===== src/rtl/bus_seq_pkg.sv =====
package bus_seq_pkg;
  localparam int ADDR_W = 20;
  localparam int DATA_W = 16;
  localparam int LANE_W = 8;

  typedef enum logic [1:0] {
    ST_IDLE = 2'd0,
    ST_BUS1 = 2'd1,
    ST_BUS2 = 2'd2,
    ST_DONE = 2'd3
  } seq_state_e;

  typedef struct packed {
    logic [ADDR_W-1:0] addr;
    logic              word;
    logic              write;
    logic [DATA_W-1:0] wdata;
  } seq_req_t;
endpackage


===== src/rtl/seq_bank_ram.sv =====
module seq_bank_ram #(
  parameter int IDX_W = 8,
  parameter int WIDTH = 8
) (
  input  logic             clk,
  input  logic             cs,
  input  logic             we,
  input  logic [IDX_W-1:0] idx,
  input  logic [WIDTH-1:0] wdata,
  output logic [WIDTH-1:0] rdata
);
  localparam int DEPTH = 1 << IDX_W;

  logic [WIDTH-1:0] mem [DEPTH];

  // Read register updates only on a selected read, so it holds otherwise.
  always_ff @(posedge clk) begin
    if (cs) begin
      if (we) mem[idx] <= wdata;
      else    rdata    <= mem[idx];
    end
  end
endmodule


===== src/rtl/seq_access_fsm.sv =====
module seq_access_fsm
  import bus_seq_pkg::*;
(
  input  logic     clk,
  input  logic     rst_n,
  input  logic     req_valid,
  input  seq_req_t req_in,
  input  logic     rsp_ready,
  output logic     req_ready,
  output logic     bus_valid,
  output logic     second_cyc,
  output logic     rsp_valid,
  output seq_req_t cur
);
  seq_state_e state, state_nx;
  logic       split;

  assign split = cur.word & cur.addr[0];

  always_comb begin
    state_nx = state;
    unique case (state)
      ST_IDLE: if (req_valid) state_nx = ST_BUS1;
      ST_BUS1: state_nx = split ? ST_BUS2 : ST_DONE;
      ST_BUS2: state_nx = ST_DONE;
      ST_DONE: if (rsp_ready) state_nx = ST_IDLE;
      default: state_nx = ST_IDLE;
    endcase
  end

  always_ff @(posedge clk or negedge rst_n) begin
    if (!rst_n) begin
      state <= ST_IDLE;
      cur   <= '0;
    end else begin
      state <= state_nx;
      if (state == ST_IDLE && req_valid) cur <= req_in;
    end
  end

  assign req_ready  = (state == ST_IDLE);
  assign bus_valid  = (state == ST_BUS1) || (state == ST_BUS2);
  assign second_cyc = (state == ST_BUS2);
  assign rsp_valid  = (state == ST_DONE);

  AST_REQ_FROZEN: assert property (@(posedge clk) disable iff (!rst_n)
    (state != ST_IDLE) |=> $stable(cur));
  AST_RSP_HELD: assert property (@(posedge clk) disable iff (!rst_n)
    (rsp_valid && !rsp_ready) |=> rsp_valid);
  AST_SPLIT_ORIGIN: assert property (@(posedge clk) disable iff (!rst_n)
    (state == ST_BUS1 && cur.word && cur.addr[0]) |=> second_cyc);
  AST_ALIGNED_DONE: assert property (@(posedge clk) disable iff (!rst_n)
    (state == ST_BUS1 && !(cur.word && cur.addr[0])) |=> rsp_valid);
endmodule


===== src/rtl/seq_lane_steer.sv =====
module seq_lane_steer
  import bus_seq_pkg::*;
(
  input  seq_req_t          cur,
  input  logic              second_cyc,
  input  logic              done,
  input  logic [LANE_W-1:0] lo_q,
  input  logic [LANE_W-1:0] hi_q,
  output logic [ADDR_W-1:0] bus_addr,
  output logic              bus_bhe_n,
  output logic              bus_a0,
  output logic [DATA_W-1:0] bus_wdata,
  output logic [DATA_W-1:0] rsp_rdata
);
  logic [LANE_W-1:0] lo_lane, hi_lane;
  logic              odd;

  assign odd       = cur.addr[0];
  assign bus_addr  = second_cyc ? ADDR_W'(cur.addr + 1'b1) : cur.addr;
  assign bus_a0    = bus_addr[0];
  assign bus_bhe_n = second_cyc ? 1'b1 : (cur.word ? 1'b0 : ~odd);

  always_comb begin
    lo_lane = '0;
    hi_lane = '0;
    if (second_cyc) begin
      lo_lane = cur.wdata[DATA_W-1:LANE_W];
    end else if (cur.word && !odd) begin
      lo_lane = cur.wdata[LANE_W-1:0];
      hi_lane = cur.wdata[DATA_W-1:LANE_W];
    end else if (odd) begin
      hi_lane = cur.wdata[LANE_W-1:0];
    end else begin
      lo_lane = cur.wdata[LANE_W-1:0];
    end
  end
  assign bus_wdata = {hi_lane, lo_lane};

  // The high bank is idle in the second cycle of a split word, so its
  // read register still holds the word's low byte at response time.
  always_comb begin
    rsp_rdata = '0;
    if (done && !cur.write) begin
      if (!cur.word)  rsp_rdata = {{LANE_W{1'b0}}, odd ? hi_q : lo_q};
      else if (odd)   rsp_rdata = {lo_q, hi_q};
      else            rsp_rdata = {hi_q, lo_q};
    end
  end
endmodule


===== src/rtl/banked_bus_sequencer.sv =====
module banked_bus_sequencer
  import bus_seq_pkg::*;
#(
  parameter int BANK_IDX_W = 8
) (
  input  logic              clk,
  input  logic              rst_n,
  input  logic              req_valid,
  output logic              req_ready,
  input  logic [ADDR_W-1:0] req_addr,
  input  logic              req_word,
  input  logic              req_write,
  input  logic [DATA_W-1:0] req_wdata,
  output logic              rsp_valid,
  input  logic              rsp_ready,
  output logic [DATA_W-1:0] rsp_rdata,
  output logic              bus_valid,
  output logic [ADDR_W-1:0] bus_addr,
  output logic              bus_bhe_n,
  output logic              bus_a0,
  output logic              bus_we,
  output logic [DATA_W-1:0] bus_wdata
);
  localparam int LANES = DATA_W / LANE_W;

  seq_req_t          req_in, cur;
  logic              second_cyc;
  logic [LANE_W-1:0] bank_q [LANES];
  logic [LANES-1:0]  bank_cs;

  assign req_in = '{addr: req_addr, word: req_word, write: req_write, wdata: req_wdata};

  seq_access_fsm u_fsm (
    .clk        (clk),
    .rst_n      (rst_n),
    .req_valid  (req_valid),
    .req_in     (req_in),
    .rsp_ready  (rsp_ready),
    .req_ready  (req_ready),
    .bus_valid  (bus_valid),
    .second_cyc (second_cyc),
    .rsp_valid  (rsp_valid),
    .cur        (cur)
  );

  seq_lane_steer u_steer (
    .cur        (cur),
    .second_cyc (second_cyc),
    .done       (rsp_valid),
    .lo_q       (bank_q[0]),
    .hi_q       (bank_q[1]),
    .bus_addr   (bus_addr),
    .bus_bhe_n  (bus_bhe_n),
    .bus_a0     (bus_a0),
    .bus_wdata  (bus_wdata),
    .rsp_rdata  (rsp_rdata)
  );

  assign bus_we     = bus_valid & cur.write;
  assign bank_cs[0] = bus_valid & ~bus_a0;
  assign bank_cs[1] = bus_valid & ~bus_bhe_n;

  for (genvar g = 0; g < LANES; g++) begin : g_bank
    seq_bank_ram #(.IDX_W(BANK_IDX_W), .WIDTH(LANE_W)) u_bank (
      .clk   (clk),
      .cs    (bank_cs[g]),
      .we    (bus_we),
      .idx   (bus_addr[BANK_IDX_W:1]),
      .wdata (bus_wdata[g*LANE_W +: LANE_W]),
      .rdata (bank_q[g])
    );
  end

  AST_SOME_BANK: assert property (@(posedge clk) disable iff (!rst_n)
    bus_valid |-> !(bus_bhe_n && bus_a0));
  AST_SECOND_LANE: assert property (@(posedge clk) disable iff (!rst_n)
    second_cyc |-> (bus_bhe_n && !bus_a0));
  AST_SECOND_ADDR: assert property (@(posedge clk) disable iff (!rst_n)
    second_cyc |-> (bus_addr == ADDR_W'($past(bus_addr) + 1'b1)));
  AST_RSP_STABLE: assert property (@(posedge clk) disable iff (!rst_n)
    (rsp_valid && !rsp_ready) |=> $stable(rsp_rdata));
  AST_BYTE_UPPER_ZERO: assert property (@(posedge clk) disable iff (!rst_n)
    (rsp_valid && !cur.word) |-> (rsp_rdata[DATA_W-1:LANE_W] == '0));
  AST_NO_BUS_WHEN_READY: assert property (@(posedge clk) disable iff (!rst_n)
    (req_ready && req_valid) |=> (bus_valid && !req_ready));
endmodule


===== config.mk =====
export PLATFORM = sky130hd
export DESIGN_NAME = banked_bus_sequencer
export DESIGN_NICKNAME = d
export VERILOG_FILES = /design/src/rtl/bus_seq_pkg.sv /design/src/rtl/seq_bank_ram.sv /design/src/rtl/seq_access_fsm.sv /design/src/rtl/seq_lane_steer.sv /design/src/rtl/banked_bus_sequencer.sv
export SDC_FILE = /design/constraint.sdc
export NUM_CORES = 2
export LEC_CHECK = 0
export CELL_PAD_IN_SITES_DETAIL_PLACEMENT = 1
export CELL_PAD_IN_SITES_GLOBAL_PLACEMENT = 1
export CORE_ASPECT_RATIO = 1.4
export CORE_UTILIZATION = 50
export DETAILED_ROUTE_END_ITERATION = 16
export PLACE_DENSITY = 0.81
export SLEW_MARGIN = 20
export SYNTH_ARGS = -nofsm -noshare
export SYNTH_HDL_FRONTEND = slang
export SYNTH_SLANG_ARGS = --single-unit

===== constraint.sdc =====
create_clock -name clk -period 8.85 [get_ports clk]
set_input_delay 1.77 -clock clk [delete_from_list [all_inputs] [get_ports clk]]
set_output_delay 1.77 -clock clk [all_outputs]
set_load 0.01 [all_outputs]

==> impl_metrics.ini <==
[cts]
tritoncts = yes
insertion_delay_ns = 0.94
htreeDepth = 5
clock_path_buffers = 4
post-cts-setup-buffer-count = 0
cts-resized-gates = 0
clock_transition_at_path_regs_ns = 0.06
number_of_clock_buffers_inserted_by_tritoncts = 364
tritoncts_num_sinks = 4152
cts-root-buf = sky130_fd_sc_hd__clkbuf_16
cts_hold_bufs = 0

[placed_design]
routabilityCongestion = 0.877
placedInstanceArea_sq_um = 166000
hpwl_mm = 273
placement.io_buffers = 99

[sta]
report.final.slew_viol_count = 0
timing.max_slew.rel_slack_pct = 11.2
hold_viol_final = 0
unrepaired_setup_endpoints_after_global_routing = no
hold_ws_ns = 0.553
timing.final.crit_share_pct = 81.0
finalSetupViolCount = 0
fin_crit_ns = 7.17
max_clock_freq_mhz = 139
setup_total_negative_slack_ns = 0
worst-slew-pin-transition_ns = 1.33
final.setup_skew_ns = 0.0661

[synthesis]
yosys_most_used_dff = sky130_fd_sc_hd__edfxtp_1
avgSynthCellArea_sq_um = 20.7
synth-async-reset-ratio_pct = 0.963
synth_area_sq_um = 160000
synth-edff-count = 4112
synth_fp_nets = 7779
ys_types = 65
synth.yosys.warnings = 0
synth_seq_area_share_pct = 77.7
postSynthRegisterBits = 4152
post_synth_inst_count = 7732

[layout]
most-common-layout-cells = sky130_fd_sc_hd__edfxtp_1, sky130_fd_sc_hd__mux4_2, sky130_fd_sc_hd__nor2_1
syn_to_final_growth_pct = 11.1
area.sequential_sq_um = 124000
mostFrequentLayoutCell = sky130_fd_sc_hd__edfxtp_1
drive_above_1_share_pct = 21.8
layout.cell_area.non_filler_sq_um = 178000
nets = 7948
fillers = 26800
multiInputGateArea_sq_um = 33700
utilization_pct = 55.9

[detailed_routing]
top_layer = met5
drt_pass1_iterations = 8
met2WireLength_mm = 230
wl_met3_mm = 45.9
ant_nets = 0
routed-via-count = 83100
remaining_drc_errors = 0
drt_iter0_drc = 11300
drt-wirelength-per-cell_um = 37.5
routed_wirelength_mm = 465
post_dr_vias_cell = 6.69
wl_met1_mm = 152

[grt]
grt_first_pass_wirelength_mm = 656
grt_usage_pct = 28.7
grt_pass1_vias = 87300
initial_antenna_violation_count = 20
grt-ovfl-total = 0
pin_count_of_the_biggest_net_entering_global_routing = 221

[power_and_ir_drop]
total_power_density_per_cell_area_nw_per_um2 = 370
ir_worst_vdd_mv = 0.410
post-layout-total-power_mw = 65.9
cellLeakagePower_nw = 55.0

[worst_hold_path]
worst_hold_path_type = reg -> reg
hold_depth = 1

[floorplanning]
die_w_um = 480
fp.dieArea_sq_um = 323000
placeable_core_region_sq_um = 318000
vertical_extent_of_the_die_um = 672
floorplan.io_pins = 100
initial_utilization_pct = 50.3
num_rows = 245

[outcome]
status = finished, final reports clean

[critical_path]
timing.critical_path.required_ns = 7.08
setup.worst_path.start_class = flip-flop
crit_type = reg -> out
worstPathMaxFanout = 86
ff2ff_path_depth = 13
critical_path_capture_point_type = output port
critPathArrivalTime_ns = 5.40

[run]
maxCapViolations = 0
==> power by group <==
group          internal [mW]  switching (mW)  leakage [nW]
Combinational           7.46            15.8          11.3
Sequential              26.1           0.338          38.0
Clock                   8.82            7.30          5.71
Total                   42.4            23.5          55.0
==> stage by stage <==
step / std cells / setup WS [ns]
finish: 12400 / 1.68
global route: 12400 / 1.45
CTS: 12400 / 1.65
detailed placement: 11700 / 2.18
global placement: 11700 / 2.12
floorplan: 7732 / -0.250
==> cell usage after synthesis, types with 3 or more instances <==
cell / number / area, sq um
sky130_fd_sc_hd__edfxtp_1: 4112 / 123000
sky130_fd_sc_hd__mux4_2: 907 / 20400
sky130_fd_sc_hd__nor2_1: 608 / 2280
sky130_fd_sc_hd__nand2_1: 377 / 1420
sky130_fd_sc_hd__clkbuf_1: 217 / 815
sky130_fd_sc_hd__a22oi_1: 216 / 1620
sky130_fd_sc_hd__mux2i_1: 140 / 1400
sky130_fd_sc_hd__buf_2: 135 / 676
sky130_fd_sc_hd__o22ai_1: 128 / 801
sky130_fd_sc_hd__mux2_2: 100 / 1130
sky130_fd_sc_hd__nand3_1: 85 / 425
sky130_fd_sc_hd__nand4_1: 83 / 519
sky130_fd_sc_hd__a31oi_1: 64 / 400
sky130_fd_sc_hd__buf_1: 51 / 191
sky130_fd_sc_hd__and3_1: 47 / 294
sky130_fd_sc_hd__a21oi_1: 46 / 230
sky130_fd_sc_hd__buf_4: 45 / 338
sky130_fd_sc_hd__a22o_1: 41 / 359
sky130_fd_sc_hd__dfrtp_1: 40 / 1000
sky130_fd_sc_hd__o21ai_0: 33 / 165
sky130_fd_sc_hd__o22a_1: 31 / 272
sky130_fd_sc_hd__buf_6: 26 / 293
sky130_fd_sc_hd__a221oi_1: 18 / 158
sky130_fd_sc_hd__a221o_1: 16 / 160
sky130_fd_sc_hd__o311a_1: 16 / 160
sky130_fd_sc_hd__a222oi_1: 15 / 150
sky130_fd_sc_hd__o211ai_1: 15 / 113
sky130_fd_sc_hd__xnor2_1: 13 / 114
sky130_fd_sc_hd__inv_1: 10 / 37.5
sky130_fd_sc_hd__o21ai_1: 10 / 50.1
sky130_fd_sc_hd__a211oi_1: 9 / 67.6
sky130_fd_sc_hd__nor3_1: 9 / 45.0
sky130_fd_sc_hd__xor2_1: 6 / 52.6
sky130_fd_sc_hd__ha_1: 5 / 62.6
sky130_fd_sc_hd__or3_1: 5 / 31.3
sky130_fd_sc_hd__and2_1: 4 / 25.0
sky130_fd_sc_hd__nor4_1: 4 / 25.0
sky130_fd_sc_hd__a31o_2: 3 / 26.3
sky130_fd_sc_hd__nand2b_1: 3 / 18.8
sky130_fd_sc_hd__nand3b_1: 3 / 22.5
sky130_fd_sc_hd__or4_1: 3 / 22.5
==> area by class of cell <==
type,instances,share of cell area [%]
Timing Repair Buffer,279,1.53
Inverter,14,0.0429
Clock buffer,429,5.35
Sequential cell,4152,69.9
Antenna cell,12,0.0169
Multi-Input combinational cell,3090,18.9
Tap cell,4199,2.95
Clock inverter,231,1.27
==> sequential cells by signal, summed over array words and instances (netlist names) <==
signal,flops
g_bank.u_bank.mem,4096
g_bank.u_bank.rdata,16
u_fsm.state,2
u_fsm.cur,38
==> critical path, stage by stage (launching register included) <==
cell	delay [ns]
sky130_fd_sc_hd__dfrtp_1	0.45
sky130_fd_sc_hd__inv_1	0.14
sky130_fd_sc_hd__ha_2	0.79
sky130_fd_sc_hd__nand4_4	0.36
sky130_fd_sc_hd__xnor2_4	0.22
sky130_fd_sc_hd__buf_4	0.31
sky130_fd_sc_hd__inv_8	0.60
sky130_fd_sc_hd__buf_4	0.70
sky130_fd_sc_hd__clkdlybuf4s50_1	0.71
==> routing by layer <==
metal  global-route usage [%]  vias to the layer above
met4                     19.0                       14
met1                     33.9                    43500
met2                     47.6                     5872
met5                        0                        -
li1                         -                    32400
met3                     5.73                     1339
==> logic make-up after synthesis <==
| kind of cell | Yosys count | share of synthesized area [%] |
|---|---|---|
| compound gates | 677 | 3.07 |
| mux | 1148 | 14.3 |
| buf+inv | 490 | 1.50 |
| fa+ha+maj | 5 | 0.0390 |
| xor+xnor | 21 | 0.138 |
| flops | 4152 | 77.7 |
| simple gates | 1239 | 3.25 |
==> worst paths after layout <==
path,startpoint,endpoint,slack (ns)
min in group asynchronous,rst_n,u_fsm.cur[6]$_DFFE_PN0P_,0.98
max in group asynchronous,rst_n,u_fsm.cur[18]$_DFFE_PN0P_,7.27
worst max register to register,u_fsm.state[0]$_DFFE_PN0P_,g_bank[0].u_bank.rdata[2]$_DFFE_PP_,1.94
worst max-delay path,u_fsm.state[0]$_DFFE_PN0P_,bus_addr[4],1.68
worst min-delay path,u_fsm.cur[37]$_DFFE_PN0P_,u_fsm.cur[37]$_DFFE_PN0P_,0.55
worst min register to register,u_fsm.cur[37]$_DFFE_PN0P_,u_fsm.cur[37]$_DFFE_PN0P_,0.55
Note: power is estimated with default switching activity, not from simulation.
